## src/rtl/mcu_pkg.sv

```systemverilog
// Shared types, microaddress map, microcode contents and dispatch map for the
// microcoded control unit. Assumes a 5-bit microaddress space.
package mcu_pkg;

    localparam int UA_W   = 5;
    localparam int REG_AW = 5;

    typedef logic [UA_W-1:0] uaddr_t;

    typedef enum logic [2:0] {AF_ADD, AF_SUB, AF_OR, AF_MUL, AF_FUNC} alu_fld_e;
    typedef enum logic [1:0] {S1_PC, S1_A, S1_HOLD} s1_e;
    typedef enum logic [2:0] {S2_B, S2_FOUR, S2_SEXT, S2_SHIFT, S2_ZEXT, S2_ALUOUT} s2_e;
    typedef enum logic [1:0] {M_NONE, M_RD_PC, M_RD_ALU, M_WR_ALU} mem_e;
    typedef enum logic [2:0] {RW_NONE, RW_RT_ALU, RW_RD_ALU, RW_RD1_ALU,
                              RW_RT_MDR, RW_R31_PC, RW_RD_COP} rw_e;
    typedef enum logic [2:0] {PW_NONE, PW_ALU, PW_COND, PW_JUMP, PW_VEC} pcw_e;
    typedef enum logic [1:0] {SQ_NEXT, SQ_FETCH, SQ_DISP, SQ_OVF} seq_e;

    typedef struct packed {
        alu_fld_e alu_f;
        s1_e      s1;
        s2_e      s2;
        logic     a_odd;
        logic     b_odd;
        mem_e     mem;
        rw_e      rw;
        logic     hold;
        logic     exc;
        pcw_e     pcw;
        seq_e     seq;
    } uinstr_t;

    localparam uaddr_t UA_FETCH  = 5'd0;
    localparam uaddr_t UA_DECODE = 5'd1;
    localparam uaddr_t UA_RTYPE  = 5'd2;
    localparam uaddr_t UA_RWB    = 5'd3;
    localparam uaddr_t UA_BEQ    = 5'd4;
    localparam uaddr_t UA_ORI    = 5'd5;
    localparam uaddr_t UA_ORIWB  = 5'd6;
    localparam uaddr_t UA_LW1    = 5'd7;
    localparam uaddr_t UA_LW2    = 5'd8;
    localparam uaddr_t UA_LW3    = 5'd9;
    localparam uaddr_t UA_SW1    = 5'd10;
    localparam uaddr_t UA_SW2    = 5'd11;
    localparam uaddr_t UA_JAL    = 5'd12;
    localparam uaddr_t UA_ADD1   = 5'd13;
    localparam uaddr_t UA_ADD2   = 5'd14;
    localparam uaddr_t UA_TRAP   = 5'd15;
    localparam uaddr_t UA_MFC0   = 5'd16;
    localparam uaddr_t UA_CM1    = 5'd17;
    localparam uaddr_t UA_CM2    = 5'd18;
    localparam uaddr_t UA_CM3    = 5'd19;
    localparam uaddr_t UA_CM4    = 5'd20;
    localparam uaddr_t UA_CM5    = 5'd21;
    localparam uaddr_t UA_CM6    = 5'd22;
    localparam uaddr_t UA_CM7    = 5'd23;

    localparam logic [5:0] OPC_RFMT = 6'h00;
    localparam logic [5:0] OPC_JAL  = 6'h03;
    localparam logic [5:0] OPC_BEQ  = 6'h04;
    localparam logic [5:0] OPC_ORI  = 6'h0D;
    localparam logic [5:0] OPC_COP  = 6'h10;
    localparam logic [5:0] OPC_LW   = 6'h23;
    localparam logic [5:0] OPC_SW   = 6'h2B;
    localparam logic [5:0] FN_ADD   = 6'h20;
    localparam logic [5:0] FN_ADDU  = 6'h21;
    localparam logic [5:0] FN_SUBU  = 6'h23;
    localparam logic [5:0] FN_CMUL  = 6'h3A;

    // Pack one microinstruction from its fields.
    function automatic uinstr_t uw(alu_fld_e a, s1_e s1, s2_e s2, logic ao, logic bo,
                                   mem_e m, rw_e r, logic h, logic x, pcw_e p, seq_e s);
        uinstr_t w;
        w.alu_f = a;  w.s1 = s1;  w.s2 = s2;  w.a_odd = ao;  w.b_odd = bo;
        w.mem = m;    w.rw = r;   w.hold = h; w.exc = x;     w.pcw = p;  w.seq = s;
        return w;
    endfunction

    // Microcode contents; unused addresses return to fetch doing nothing.
    function automatic uinstr_t urom_word(uaddr_t ua);
        case (ua)
            UA_FETCH:  return uw(AF_ADD,  S1_PC,   S2_FOUR,   0, 0, M_RD_PC,  RW_NONE,    0, 0, PW_ALU,  SQ_NEXT);
            UA_DECODE: return uw(AF_ADD,  S1_PC,   S2_SHIFT,  0, 0, M_NONE,   RW_NONE,    0, 0, PW_NONE, SQ_DISP);
            UA_RTYPE:  return uw(AF_FUNC, S1_A,    S2_B,      0, 0, M_NONE,   RW_NONE,    0, 0, PW_NONE, SQ_NEXT);
            UA_RWB:    return uw(AF_ADD,  S1_A,    S2_B,      0, 0, M_NONE,   RW_RD_ALU,  0, 0, PW_NONE, SQ_FETCH);
            UA_BEQ:    return uw(AF_SUB,  S1_A,    S2_B,      0, 0, M_NONE,   RW_NONE,    0, 0, PW_COND, SQ_FETCH);
            UA_ORI:    return uw(AF_OR,   S1_A,    S2_ZEXT,   0, 0, M_NONE,   RW_NONE,    0, 0, PW_NONE, SQ_NEXT);
            UA_ORIWB:  return uw(AF_ADD,  S1_A,    S2_B,      0, 0, M_NONE,   RW_RT_ALU,  0, 0, PW_NONE, SQ_FETCH);
            UA_LW1:    return uw(AF_ADD,  S1_A,    S2_SEXT,   0, 0, M_NONE,   RW_NONE,    0, 0, PW_NONE, SQ_NEXT);
            UA_LW2:    return uw(AF_ADD,  S1_A,    S2_SEXT,   0, 0, M_RD_ALU, RW_NONE,    0, 0, PW_NONE, SQ_NEXT);
            UA_LW3:    return uw(AF_ADD,  S1_A,    S2_B,      0, 0, M_NONE,   RW_RT_MDR,  0, 0, PW_NONE, SQ_FETCH);
            UA_SW1:    return uw(AF_ADD,  S1_A,    S2_SEXT,   0, 0, M_NONE,   RW_NONE,    0, 0, PW_NONE, SQ_NEXT);
            UA_SW2:    return uw(AF_ADD,  S1_A,    S2_SEXT,   0, 0, M_WR_ALU, RW_NONE,    0, 0, PW_NONE, SQ_FETCH);
            UA_JAL:    return uw(AF_ADD,  S1_A,    S2_B,      0, 0, M_NONE,   RW_R31_PC,  0, 0, PW_JUMP, SQ_FETCH);
            UA_ADD1:   return uw(AF_ADD,  S1_A,    S2_B,      0, 0, M_NONE,   RW_NONE,    0, 0, PW_NONE, SQ_OVF);
            UA_ADD2:   return uw(AF_ADD,  S1_A,    S2_B,      0, 0, M_NONE,   RW_RD_ALU,  0, 0, PW_NONE, SQ_FETCH);
            UA_TRAP:   return uw(AF_ADD,  S1_A,    S2_B,      0, 0, M_NONE,   RW_NONE,    0, 1, PW_VEC,  SQ_FETCH);
            UA_MFC0:   return uw(AF_ADD,  S1_A,    S2_B,      0, 0, M_NONE,   RW_RD_COP,  0, 0, PW_NONE, SQ_FETCH);
            UA_CM1:    return uw(AF_MUL,  S1_A,    S2_B,      0, 0, M_NONE,   RW_NONE,    0, 0, PW_NONE, SQ_NEXT);
            UA_CM2:    return uw(AF_MUL,  S1_A,    S2_B,      1, 1, M_NONE,   RW_NONE,    1, 0, PW_NONE, SQ_NEXT);
            UA_CM3:    return uw(AF_SUB,  S1_HOLD, S2_ALUOUT, 0, 0, M_NONE,   RW_NONE,    0, 0, PW_NONE, SQ_NEXT);
            UA_CM4:    return uw(AF_MUL,  S1_A,    S2_B,      0, 1, M_NONE,   RW_RD_ALU,  0, 0, PW_NONE, SQ_NEXT);
            UA_CM5:    return uw(AF_MUL,  S1_A,    S2_B,      1, 0, M_NONE,   RW_NONE,    1, 0, PW_NONE, SQ_NEXT);
            UA_CM6:    return uw(AF_ADD,  S1_HOLD, S2_ALUOUT, 0, 0, M_NONE,   RW_NONE,    0, 0, PW_NONE, SQ_NEXT);
            UA_CM7:    return uw(AF_ADD,  S1_A,    S2_B,      0, 0, M_NONE,   RW_RD1_ALU, 0, 0, PW_NONE, SQ_FETCH);
            default:   return uw(AF_ADD,  S1_A,    S2_B,      0, 0, M_NONE,   RW_NONE,    0, 0, PW_NONE, SQ_FETCH);
        endcase
    endfunction

    // Dispatch map from opcode and function code to the first flow word.
    function automatic uaddr_t dispatch(logic [5:0] opc, logic [5:0] fn);
        case (opc)
            OPC_RFMT: begin
                case (fn)
                    FN_ADDU, FN_SUBU: return UA_RTYPE;
                    FN_ADD:           return UA_ADD1;
                    FN_CMUL:          return UA_CM1;
                    default:          return UA_FETCH;
                endcase
            end
            OPC_BEQ: return UA_BEQ;
            OPC_ORI: return UA_ORI;
            OPC_LW:  return UA_LW1;
            OPC_SW:  return UA_SW1;
            OPC_JAL: return UA_JAL;
            OPC_COP: return UA_MFC0;
            default: return UA_FETCH;
        endcase
    endfunction

endpackage

```

## src/rtl/mcu_urom.sv

```systemverilog
// Microcode store: a combinational ROM of 2**UA_W words, filled from the
// package contents. Assumes the address is always within the store.
module mcu_urom
    import mcu_pkg::*;
#(
    parameter int DEPTH = 2 ** UA_W
) (
    input  uaddr_t  addr,
    output uinstr_t word
);
    uinstr_t rom [DEPTH];

    // Fill each ROM entry from the microcode contents.
    for (genvar i = 0; i < DEPTH; i++) begin : g_rom
        assign rom[i] = urom_word(uaddr_t'(i));
    end

    // Read the addressed word.
    assign word = rom[addr];
endmodule

```

## src/rtl/mcu_useq.sv

```systemverilog
// Microsequencer: holds the microaddress and selects the next one as the
// following word, fetch, a dispatch target, or the overflow handler.
// Assumes the overflow flag is valid in the cycle of the trapping add.
module mcu_useq
    import mcu_pkg::*;
(
    input  logic       clk,
    input  logic       rst_n,
    input  seq_e       seq,
    input  logic [5:0] opc,
    input  logic [5:0] fn,
    input  logic       ovf,
    output uaddr_t     upc
);
    uaddr_t upc_nxt;

    // Next-address choice from the sequence field.
    always_comb begin
        case (seq)
            SQ_NEXT:  upc_nxt = upc + uaddr_t'(1);
            SQ_FETCH: upc_nxt = UA_FETCH;
            SQ_DISP:  upc_nxt = dispatch(opc, fn);
            SQ_OVF:   upc_nxt = ovf ? UA_TRAP : upc + uaddr_t'(1);
            default:  upc_nxt = UA_FETCH;
        endcase
    end

    // Microaddress register with synchronous reset to fetch.
    always_ff @(posedge clk) begin
        if (!rst_n) upc <= UA_FETCH;
        else        upc <= upc_nxt;
    end
endmodule

```

## src/rtl/mcu_fdec.sv

```systemverilog
// Field decoders: turn a microinstruction plus instruction fields into the
// datapath controls. The single PC-write field yields both the load enable
// (gated by the zero flag for branches) and the PC source select.
module mcu_fdec
    import mcu_pkg::*;
(
    input  uinstr_t           u,
    input  logic [5:0]        fn,
    input  logic [REG_AW-1:0] rs,
    input  logic [REG_AW-1:0] rt,
    input  logic [REG_AW-1:0] rd,
    input  logic              zero,
    output logic              mem_rd,
    output logic              mem_wr,
    output logic              iord,
    output logic              ir_wr,
    output logic [1:0]        alu_op,
    output logic [1:0]        alu_src1,
    output logic [2:0]        alu_src2,
    output logic [REG_AW-1:0] ra_addr,
    output logic [REG_AW-1:0] rb_addr,
    output logic              reg_wr,
    output logic [REG_AW-1:0] wr_addr,
    output logic [1:0]        wr_src,
    output logic              hold_wr,
    output logic              pc_load,
    output logic [1:0]        pc_src
);
    // ALU operation, with the function code deciding for register format.
    always_comb begin
        case (u.alu_f)
            AF_ADD:  alu_op = 2'd0;
            AF_SUB:  alu_op = 2'd1;
            AF_OR:   alu_op = 2'd2;
            AF_MUL:  alu_op = 2'd3;
            AF_FUNC: alu_op = (fn == FN_SUBU) ? 2'd1 : 2'd0;
            default: alu_op = 2'd0;
        endcase
    end

    assign alu_src1 = 2'(u.s1);
    assign alu_src2 = 3'(u.s2);
    assign hold_wr  = u.hold;
    assign ra_addr  = rs | REG_AW'(u.a_odd);
    assign rb_addr  = rt | REG_AW'(u.b_odd);

    // Memory field decode.
    always_comb begin
        mem_rd = 1'b0; mem_wr = 1'b0; iord = 1'b0; ir_wr = 1'b0;
        case (u.mem)
            M_RD_PC:  begin mem_rd = 1'b1; ir_wr = 1'b1; end
            M_RD_ALU: begin mem_rd = 1'b1; iord  = 1'b1; end
            M_WR_ALU: begin mem_wr = 1'b1; iord  = 1'b1; end
            default:  ;
        endcase
    end

    // Register-write field decode: destination and data source together.
    always_comb begin
        reg_wr = 1'b1; wr_addr = rd; wr_src = 2'd0;
        case (u.rw)
            RW_RT_ALU:  wr_addr = rt;
            RW_RD_ALU:  wr_addr = rd;
            RW_RD1_ALU: wr_addr = rd | REG_AW'(1);
            RW_RT_MDR:  begin wr_addr = rt; wr_src = 2'd1; end
            RW_R31_PC:  begin wr_addr = '1; wr_src = 2'd2; end
            RW_RD_COP:  wr_src = 2'd3;
            default:    reg_wr = 1'b0;
        endcase
    end

    // PC-write field decode into load enable and source select.
    always_comb begin
        pc_load = 1'b0; pc_src = 2'd0;
        case (u.pcw)
            PW_ALU:  pc_load = 1'b1;
            PW_COND: begin pc_load = zero; pc_src = 2'd1; end
            PW_JUMP: begin pc_load = 1'b1; pc_src = 2'd2; end
            PW_VEC:  begin pc_load = 1'b1; pc_src = 2'd3; end
            default: ;
        endcase
    end
endmodule

```

## src/rtl/mcu_cp0.sv

```systemverilog
// Exception registers: cause and faulting PC, written together on a trap,
// read back by register selector. Assumes the PC already points one
// instruction past the faulting one when the trap step runs.
module mcu_cp0 #(
    parameter int DATA_W     = 32,
    parameter int CAUSE_CODE = 12,
    parameter int SEL_CAUSE  = 13,
    parameter int SEL_EPC    = 14,
    parameter int INSTR_STEP = 4
) (
    input  logic              clk,
    input  logic              rst_n,
    input  logic              trap,
    input  logic [DATA_W-1:0] pc_cur,
    input  logic [4:0]        sel,
    output logic [DATA_W-1:0] rdata
);
    logic [DATA_W-1:0] cause_q;
    logic [DATA_W-1:0] epc_q;

    // Capture cause and faulting PC on a trap.
    always_ff @(posedge clk) begin
        if (!rst_n) begin
            cause_q <= '0;
            epc_q   <= '0;
        end else if (trap) begin
            cause_q <= DATA_W'(CAUSE_CODE);
            epc_q   <= pc_cur - DATA_W'(INSTR_STEP);
        end
    end

    // Read-back selection.
    always_comb begin
        if (sel == 5'(SEL_CAUSE))    rdata = cause_q;
        else if (sel == 5'(SEL_EPC)) rdata = epc_q;
        else                         rdata = '0;
    end
endmodule

```

## src/rtl/mcu_ctrl.sv

```systemverilog
// Top of the microcoded control unit: microsequencer, microcode store,
// field decoders and exception registers. The datapath is external and
// supplies the instruction register, ALU flags and the current PC.
module mcu_ctrl
    import mcu_pkg::*;
#(
    parameter int DATA_W = 32
) (
    input  logic              clk,
    input  logic              rst_n,
    input  logic [31:0]       instr,
    input  logic              alu_zero,
    input  logic              alu_ovf,
    input  logic [DATA_W-1:0] pc_cur,
    output logic [UA_W-1:0]   upc,
    output logic              mem_rd,
    output logic              mem_wr,
    output logic              iord,
    output logic              ir_wr,
    output logic [1:0]        alu_op,
    output logic [1:0]        alu_src1,
    output logic [2:0]        alu_src2,
    output logic [4:0]        ra_addr,
    output logic [4:0]        rb_addr,
    output logic              reg_wr,
    output logic [4:0]        wr_addr,
    output logic [1:0]        wr_src,
    output logic              hold_wr,
    output logic              pc_load,
    output logic [1:0]        pc_src,
    output logic [DATA_W-1:0] cop_rdata
);
    uinstr_t    uword;
    uaddr_t     upc_q;
    logic [5:0] opc, fn;
    logic [4:0] rs, rt, rd;
    logic       unused_shamt;

    assign opc = instr[31:26];
    assign rs  = instr[25:21];
    assign rt  = instr[20:16];
    assign rd  = instr[15:11];
    assign fn  = instr[5:0];
    assign unused_shamt = ^instr[10:6];
    assign upc = upc_q;

    mcu_useq u_seq (
        .clk   (clk),
        .rst_n (rst_n),
        .seq   (uword.seq),
        .opc   (opc),
        .fn    (fn),
        .ovf   (alu_ovf),
        .upc   (upc_q)
    );

    mcu_urom u_rom (
        .addr (upc_q),
        .word (uword)
    );

    mcu_fdec u_dec (
        .u        (uword),
        .fn       (fn),
        .rs       (rs),
        .rt       (rt),
        .rd       (rd),
        .zero     (alu_zero),
        .mem_rd   (mem_rd),
        .mem_wr   (mem_wr),
        .iord     (iord),
        .ir_wr    (ir_wr),
        .alu_op   (alu_op),
        .alu_src1 (alu_src1),
        .alu_src2 (alu_src2),
        .ra_addr  (ra_addr),
        .rb_addr  (rb_addr),
        .reg_wr   (reg_wr),
        .wr_addr  (wr_addr),
        .wr_src   (wr_src),
        .hold_wr  (hold_wr),
        .pc_load  (pc_load),
        .pc_src   (pc_src)
    );

    mcu_cp0 #(.DATA_W(DATA_W)) u_cp0 (
        .clk    (clk),
        .rst_n  (rst_n),
        .trap   (uword.exc),
        .pc_cur (pc_cur),
        .sel    (rt),
        .rdata  (cop_rdata)
    );
endmodule

```

## config.mk

```make
export PLATFORM = sky130hd
export DESIGN_NAME = mcu_ctrl
export DESIGN_NICKNAME = d
export VERILOG_FILES = /design/src/rtl/mcu_pkg.sv /design/src/rtl/mcu_urom.sv /design/src/rtl/mcu_useq.sv /design/src/rtl/mcu_fdec.sv /design/src/rtl/mcu_cp0.sv /design/src/rtl/mcu_ctrl.sv
export SDC_FILE = /design/constraint.sdc
export NUM_CORES = 1
export LEC_CHECK = 0
export BUFFER_PORTS_ARGS = -buffer_cell sky130_fd_sc_hd__buf_2
export CAP_MARGIN = 20
export CORE_ASPECT_RATIO = 1.1
export CORE_MARGIN = 2
export CORE_UTILIZATION = 43
export CTS_BUF_LIST = sky130_fd_sc_hd__clkbuf_16
export DETAILED_ROUTE_END_ITERATION = 7
export PLACE_DENSITY = 0.73
export SYNTH_ARGS = -nofsm -noshare
export SYNTH_HDL_FRONTEND = slang
export SYNTH_SLANG_ARGS = --single-unit
```

## constraint.sdc

```tcl
create_clock -name clk -period 2.6 [get_ports clk]
set_input_delay 0.26 -clock clk [delete_from_list [all_inputs] [get_ports clk]]
set_output_delay 0.26 -clock clk [all_outputs]
set_load 0.03 [all_outputs]
```

**After elaboration in Yosys (flattened, before gate mapping)**

Memory sizes are Yosys's and may differ from the RTL's.
Index checks and enable logic that the tools add are counted.
W data, S select, Z words.

- Output and inout bits: 70
- Input port bits: 68
- Memories: 1
- Memory bits (read-only): 704
- Flip-flop bits (word level): 38

- $lt $le $gt $ge: 1
- Reduce and logical (&&, ||, !) cells: 8
- Equal/unequal tests: 32
- Muxes and demuxes: 19
- $add $sub $neg: 2
- Bitwise logic cells: 3

Memories:

| memory | depth | bits a word | rd ports | clocked after memory_dff | write ports | RTL line | source |
|---|---|---|---|---|---|---|---|
| (no name shown) | 32 | 22 | 1 | 0 | 0 | mcu_urom.sv:19 | `assign word = rom[addr];` |

Operator list:

| operator | number |
|---|---|
| $mux W32 | 2 |
| $mux W22 | 2 |
| $eq A6 B6 Y1 const B | 6 |
| $pmux W5 S7 | 1 |
| $sub A32 B3 Y32 const B | 1 |
| $pmux W5 S3 | 2 |
| $pmux W5 S4 | 1 |
| $eq A3 B2 Y1 const B | 6 |
| $eq A3 B3 Y1 const B | 5 |
| $pmux W2 S3 | 2 |
| $eq A5 B4 Y1 const B | 2 |
| $or A5 B1 Y5 | 2 |
| $eq A3 B1 Y1 const B | 3 |
| $eq A2 B2 Y1 const B | 4 |
| $pmux W2 S4 | 1 |
| $reduce_or A2 Y1 | 4 |
| $eq A6 B2 Y1 const B | 1 |
| $eq A6 B3 Y1 const B | 1 |
| $eq A6 B4 Y1 const B | 1 |
| $eq A6 B5 Y1 const B | 1 |
| $ge A6 B6 Y1 const B | 1 |
| $logic_not A6 Y1 | 1 |
| $mux W1 | 6 |
| $not A5 Y6 | 1 |
| 7 further kinds | 8 |

**Longest topological paths before layout**

Gate-level depths: netlist of run 1.

- Depth after elaboration: 7
- Gate-level depth with buffers: 9
- Depth with buffers taken out: 8

**Hierarchy**

A second synthesis of run 1 with hierarchy kept.

- Cells, all modules: 435
- Area, all modules: 3452.1 µm²

By module, submodules not included:

| module | area each (µm²) | cells each | times used |
|---|---|---|---|
| mcu_cp0 | 1926.8 | 234 | 1 |
| mcu_urom | 568.0 | 75 | 1 |
| mcu_useq | 513.0 | 65 | 1 |
| mcu_fdec | 444.2 | 61 | 1 |

**Worst setup path before layout of run 1**

No wires, ideal clock.

- Path kind: register to output
- Start: reg u_seq.upc[2]
- End: out wr_addr[1]
- Buffers on the path: 2
- Cell stages (with the launch flop): 9
- Arrival time: 2959 ps
- Path slack: -619 ps
- Cell sequence: dfxtp_1 -> clkbuf_1 -> inv_1 -> ha_1 -> nor2_1 -> a311oi_1 -> a31o_2 -> clkbuf_1 -> o311ai_0

- Longest elaborated chain between the ends: 7
- Elaborated cells between the ends (all ways): 10
- Those cells by class: 4 x eq/ne; 3 x mux; 1 x bitwise; 1 x reduce/logical; 1 x memory

RTL lines:

| element | RTL line | source |
|---|---|---|
| from (decl) | mcu_useq.sv:13 | `output uaddr_t upc` |
| from (signal assigned) | mcu_useq.sv:31 | `else upc <= upc_nxt;` |
| $not A5 Y6 (not written as such) * | mcu_urom.sv:19 |  |
| $mem_v2 Z32 W22 * | n/a |  |
| $mux W22 (not written as such) * (2 in a row) | mcu_urom.sv:19 |  |
| $eq A3 B1 Y1 or $eq A3 B3 Y1 (tied branches) | mcu_fdec.sv:61 | `case (u.rw)` |
| $reduce_or A2 Y1 (no source line) | n/a |  |
| $pmux W5 S3 * | mcu_fdec.sv:61 |  |
| to (decl) | mcu_ctrl.sv:26 | `output logic [4:0] wr_addr,` |

Every way passes the cells marked *; elsewhere a longest branch is shown, timed or not. The select of a mux whose other input is x is not followed.

**Final worst setup path of run 1**

- Start: reg u_seq.upc[0]
- End: out wr_addr[4]

The elaborated chain is that of the path after synthesis.

==> run summary, run 1 <==
Arr. time, crit path: 2230 ps
Clock share of power: 0.252
Dpl cell area: 0.00396 mm^2
Reg clk slew, reported paths: 50 ps
Max Cap Viol: 0
#FFs+latches synth: 38
Starting Density: 0.448
GR Util met3: 0.0376
Main synth FF type: dfxtp_1
Minimum clock period: 2490 ps
Hpwl dp: 6580 um
WHS Path Cells: 3
Hold crit path type: in -> reg
Die height: 94.4 um
Share of synthesized registers carrying an async set or reset: 0
Remaining DRCs: 0
Busiest layer in global routing: met2
Dpl cells: 620
H-tree depth: 2
Final net count: 623
Syn Area/Cell: 7.55 um^2
Net load switching power: 1.37 mW
Global-route wire length before repair: 14,300 um
Cell Chain, Critical Path: inv_1, ha_2, nand2b_1, a311oi_2, a31o_2, buf_4, o311ai_1, buf_2
Synthesized cell area: 0.00319 mm^2
Cell area power density: 747 mW/mm^2
Most common cell after layout, fill and taps aside: buf_2
CTS Root Buffer Type: clkbuf_16
Core ar.: 0.00713 mm^2
Critical Path RT: 2340 ps
Initial DRC Count: 160
Switching Fraction: 0.438
Critical path depth: 8
CTS Sinks: 38
Post-Route Setup TNS: 0 ps
CP Launch Type: flip-flop
Leak: 1.82 nW
Via-to-Cell Ratio: 5.46
Worst Tran Pin Value: 502 ps
Synthesis warning total: 0
Peak VDD IR: 0.000398 V
Worst r2r path cells: 7
DRT Wirelength: 8780 um
Outcome: completed
M1 GR Usage: 0.257
Clk buf depth: 2
Post-synth EDFFs: 0
Library cells used by synthesis: 59
Top delay family on crit path: compound AO/OA/AOI/OAI gates
Post-Layout Cell Count: 628
Gr usage total: 0.214
Seq pwr share: 0.219
Crit Path Class: reg -> out
CTS tree: built
Int Pwr: 1.76 mW
Drt pass-1 iters: 4
Slew Limit Fails: 0
Initial antenna violation count: 0
Via count: 3,432
Setup-failing EPs final: 0
Layout cells sized above 1: 0.339
Max stage delay on crit path: 380 ps
Max_slew headroom: 0.663
Synthesized Nets: 504
DIE AREA: 0.00813 mm^2
Std cell rows: 32
Most frequent cells in the layout: buf_2, nor2_1, dfxtp_1
Routed Antenna Nets: 0
IO Port Bufs: 124
Max Freq: 401 MHz
Largest net degree at the start of global routing: 64
Synth Instances: 423
Worst hold margin: 220 ps
Slowest CP cell: dfxtp_2
Area grow syn2layout: 31.2%
GPL Wtd Cong: 0.881
Cell area after layout: 0.00419 mm^2
Tot Pwr: 3.13 mW
Worst skew pair latency: 280 ps
CP Capture Type: primary output
Part of the cycle the worst path needs: 0.959
Clock skew: 5.71 ps
Seq/Total Area, Yosys: 0.238
WP buf/inv: 3
I/O pins: 138
Proportion of power drawn by combinational gates: 0.529
Final Hold Viols: 0
Met2 Track Usage GR: 0.391
DR WL/cell: 14.0 um
Gr ovfl total: 0
Die X: 86.2 um
Vias in the first global route: 3,133
CTS buffer count: 5
Cts hold-fix bufs: 0
Critical-path maximum fanout: 12
# diodes: 0
-- sequential cells by signal, summed over array words and instances, names as in the netlist --
| signal | cells |
|---|---|
| u_cp0.epc_q | 32 |
| u_cp0.cause_q | 1 |
| u_seq.upc | 5 |
-- per-layer routing --
| metal | up-vias | routed length, um |
|---|---|---|
| met5 | - | 0 |
| met4 | 0 | 116 |
| met3 | 7 | 492 |
| met2 | 104 | 4360 |
| met1 | 1575 | 3810 |
| li1 | 1746 | - |
-- logic make-up after synthesis --
logic type / synth area share
xor gates and xnor gates: 0.0795
AOI/OAI and AO/OA: 0.213
and+or+nand+nor: 0.323
adders and majority gates: 0.0509
buffers and inverters: 0.0662
DFF: 0.238
muxes: 0.0298
-- path summary, 6_finish.rpt --
check	startpoint	endpoint	slack [ps]
hold reg to reg	u_cp0.cause_q[2]$_SDFFE_PN0P_	u_cp0.cause_q[2]$_SDFFE_PN0P_	470
hold / removal	pc_cur[1]	u_cp0.epc_q[1]$_SDFFE_PN0P_	220
setup reg to reg	u_seq.upc[1]$_SDFF_PN0_	u_seq.upc[0]$_SDFF_PN0_	320
setup / recovery	u_seq.upc[0]$_SDFF_PN0_	wr_addr[4]	110
-- tightest hold or removal path, stage by stage --
cell and delay [ps]:
buf_2 80, mux2i_1 50, nor2_1 70
-- synth_stat cells, types with 5 or more instances --
cell type  count  share of area
buf_4          8          0.019
xor2_1        15          0.041
and2_1        30          0.059
a21oi_1       27          0.042
xnor2_1       14          0.038
nand4_1        8          0.016
or2_2          6          0.012
a211oi_1      18          0.042
mux2i_1        5          0.016
nand2b_1      13          0.025
nand3_1        9          0.014
or3_1          5         0.0098
o21ai_0       24          0.038
clkbuf_1      20          0.024
nor3_1        12          0.019
inv_1         17          0.020
nor2_1        49          0.058
ha_1          13          0.051
or4_1          5          0.012
nand2_1       18          0.021
dfxtp_1       38           0.24
-- power by group through the flow --
stage	sequential, mW	combinational (mW)	clock (mW)
4_1_cts	0.681	1.61	0.805
5_1_grt	0.695	1.79	0.823
2_1_floorplan	0.722	1.10	0
6_report	0.687	1.66	0.788
3_5_place_dp	0.685	1.59	0
3_3_place_gp	0.682	1.56	0
-- per-stage QoR --
stage | setup slack, ps | util
floorplan | -265 | -
global placement | 204 | 0.555
detailed placement | 170 | 0.555
CTS | 6.48 | 0.584
global route | -8.11 | 0.588
finish | 107 | 0.588
-- cell type report --
cell class                 count  area, um^2
multi-input combinational    337        2280
fill                         671        2940
clock buffer                   5         125
inverter                      18        67.6
clock inverter                 3        63.8
tap                           85         106
timing repair buffer         142         776
sequential                    38         769
-- repair_timing --
action,4_1_cts,5_1_grt
setup endpoints to repair,9,9
cloned,0,0
setup buffers,0,0
gates resized for setup,8,10
(Power assumes the default switching activity.)
==> run 2, diff against run 1 <==
- CTS_BUF_LIST: sky130_fd_sc_hd__clkbuf_16 -> sky130_fd_sc_hd__clkbuf_8
==> run 2 against run 1 <==
Effect of this change: sequential share of layout area is 0.22 points higher; largest cell class unchanged; final cell count stayed put; total power decreased by 4.6%; sequential cell count stayed put; highest routed layer unchanged; hold slack got worse by 27 ps.
==> run summary, run 2 (same netlist as run 1, synthesis figures left out) <==
Outcome: completed (unchanged)
Std cell rows: 32 (unchanged)
Cell Chain, Critical Path: inv_2, ha_2, nand2b_1, a311oi_2, a31o_2, buf_4, o311ai_1, buf_4 (was inv_1, ha_2, nand2b_1, a311oi_2, a31o_2, buf_4, o311ai_1, buf_2)
GPL Wtd Cong: 0.881 (unchanged)
Via count: 3,438 (was 3,432)
Max Cap Viol: 0 (unchanged)
IO Port Bufs: 124 (unchanged)
Largest net degree at the start of global routing: 64 (unchanged)
DR WL/cell: 14.0 um (about the same)
Gr usage total: 0.213 (was 0.214)
Setup-failing EPs final: 0 (unchanged)
Worst r2r path cells: 7 (unchanged)
Worst Tran Pin Value: 510 ps (was 502 ps)
CP Launch Type: flip-flop (unchanged)
Reg clk slew, reported paths: 80 ps (was 50 ps)
Dpl cells: 620 (unchanged)
DRT Wirelength: 8780 um (about the same)
Slew Limit Fails: 0 (unchanged)
DIE AREA: 0.00813 mm^2 (unchanged)
Peak VDD IR: 0.000363 V (was 0.000398 V)
Max stage delay on crit path: 410 ps (was 380 ps)
Drt pass-1 iters: 4 (unchanged)
Final worst slack: 86.8 ps (was 107 ps)
Hpwl dp: 6580 um (unchanged)
RSZ-0062 raised after global routing: true
Initial antenna violation count: 0 (unchanged)
Arr. time, crit path: 2250 ps (was 2230 ps)
Dpl cell area: 0.00396 mm^2 (unchanged)
Initial DRC Count: 135 (was 160)
CP Capture Type: primary output (unchanged)
Worst skew pair latency: 300 ps (was 280 ps)
Post-Layout Cell Count: 628 (unchanged)
Routed Antenna Nets: 0 (unchanged)
FILL cells: 679 (was 671)
Max Freq: 398 MHz (was 401 MHz)
Vias in the first global route: 3,131 (was 3,133)
Largest Register: u_cp0.epc_q (unchanged)
Critical Path RT: 2340 ps (about the same)
Area of the multi-input gates: 0.00228 mm^2 (unchanged)
Hold crit path type: in -> reg (unchanged)
CTS Sinks: 38 (unchanged)
Via-to-Cell Ratio: 5.47 (was 5.46)
Slowest CP cell: dfxtp_4 (was dfxtp_2)
Area grow syn2layout: 30.1% (was 31.2%)
CTS buffer count: 5 (unchanged)
Cts hold-fix bufs: 0 (unchanged)
CTS tree: built (unchanged)
Most common cell after layout, fill and taps aside: buf_2 (unchanged)
Setup Buffers After CTS: 0 (unchanged)
Largest register FFs: 32 (unchanged)
CTS Root Buffer Type: clkbuf_8 (was clkbuf_16)
Clk buf depth: 2 (unchanged)
WHS Path Cells: 2 (was 3)
Die X: 86.2 um (unchanged)
Gr ovfl total: 0 (unchanged)
Remaining DRCs: 0 (unchanged)
CP dominant cell by count: buf_4
Final Hold Viols: 0 (unchanged)
H-tree depth: 2 (unchanged)
I/O pins: 138 (unchanged)
Final net count: 623 (unchanged)
Cell area after layout: 0.00416 mm^2 (was 0.00419 mm^2)
Layout cells sized above 1: 0.341 (was 0.339)
Global-route wire length before repair: 14,300 um (about the same)
Clock skew: 8.96 ps (was 5.71 ps)
Part of the cycle the worst path needs: 0.967 (was 0.959)
Crit Path Class: reg -> out (unchanged)
Worst hold margin: 193 ps (was 220 ps)
Critical-path maximum fanout: 12 (unchanged)
Cell area power density: 719 mW/mm^2 (was 747 mW/mm^2)
Post-CTS Resized: 9 (was 8)
Leak: 1.80 nW (was 1.82 nW)
Top flop regs: u_cp0.epc_q x32, u_seq.upc x5, u_cp0.cause_q x1 (unchanged)
# diodes: 0 (unchanged)
Setup slack after placement: 170 ps (unchanged)
Most frequent cells in the layout: buf_2, nor2_1, dfxtp_1 (unchanged)
Starting Density: 0.448 (unchanged)
Die height: 94.4 um (unchanged)
Max_slew headroom: 0.657 (was 0.663)
Core ar.: 0.00713 mm^2 (unchanged)
Final Util: 0.583 (was 0.588)
Minimum clock period: 2510 ps (was 2490 ps)
Sequential Area: 772 um^2 (was 769 um^2)
## run 2: cell types whose count changed in the layout (fill, tap and decap cells not counted), sizes merged
cell	delta
clkinv	-1
buf	-1
clkbuf	+2
## run 2: final timing paths
check                                              startpoint                       endpoint  slack [ps]
worst max-delay path                  u_seq.upc[1]$_SDFF_PN0_                     wr_addr[3]          90
worst min-delay path                                pc_cur[2]    u_cp0.epc_q[2]$_SDFFE_PN0P_         190
worst max register to register        u_seq.upc[1]$_SDFF_PN0_        u_seq.upc[0]$_SDFF_PN0_         340
worst min register to register  u_cp0.cause_q[2]$_SDFFE_PN0P_  u_cp0.cause_q[2]$_SDFFE_PN0P_         480
## run 2: worst max-delay path: cells and delay by family, from the launching register on
| kind | cells | cell delay (ps) |
|---|---|---|
| AO/OA/AOI/OAI | 3 | 640 |
| adder cells (fa/ha/maj) | 1 | 330 |
| buffers and inverters | 3 | 470 |
| flip-flops | 1 | 410 |
| AND/OR/NAND/NOR | 1 | 110 |
## run 2: cell type report
type	instances	area share
repair buffers	142	0.188
clock inverters	2	0.0145
inverters	18	0.0163
flip-flops and latches	38	0.186
clock buffers	6	0.0199
well taps	85	0.0256
multi-input cells	337	0.550
## run 2: where the power goes
part | switching, mW | internal (mW) | total [mW] | leakage (nW)
combinational | 1.06 | 0.596 | 1.66 | 1.42
clock | 0.229 | 0.410 | 0.638 | 0.0714
sequential | 0.0647 | 0.624 | 0.689 | 0.309
## run 2: per-stage QoR
stage,setup TNS (ps),power (mW)
after floorplan,-1040,1.83
after global placement,0,2.25
after detailed placement,0,2.28
after CTS,0,2.95
after global routing,-46.6,3.17
final,0,2.99
## run 2: per-layer routing
layer,GRT usage,share of wire,vias up
met3,0.0376,0.058,7
li1,-,-,1748
met2,0.388,0.50,110
met1,0.258,0.43,1573
met5,0,0,-
met4,0.0534,0.010,0
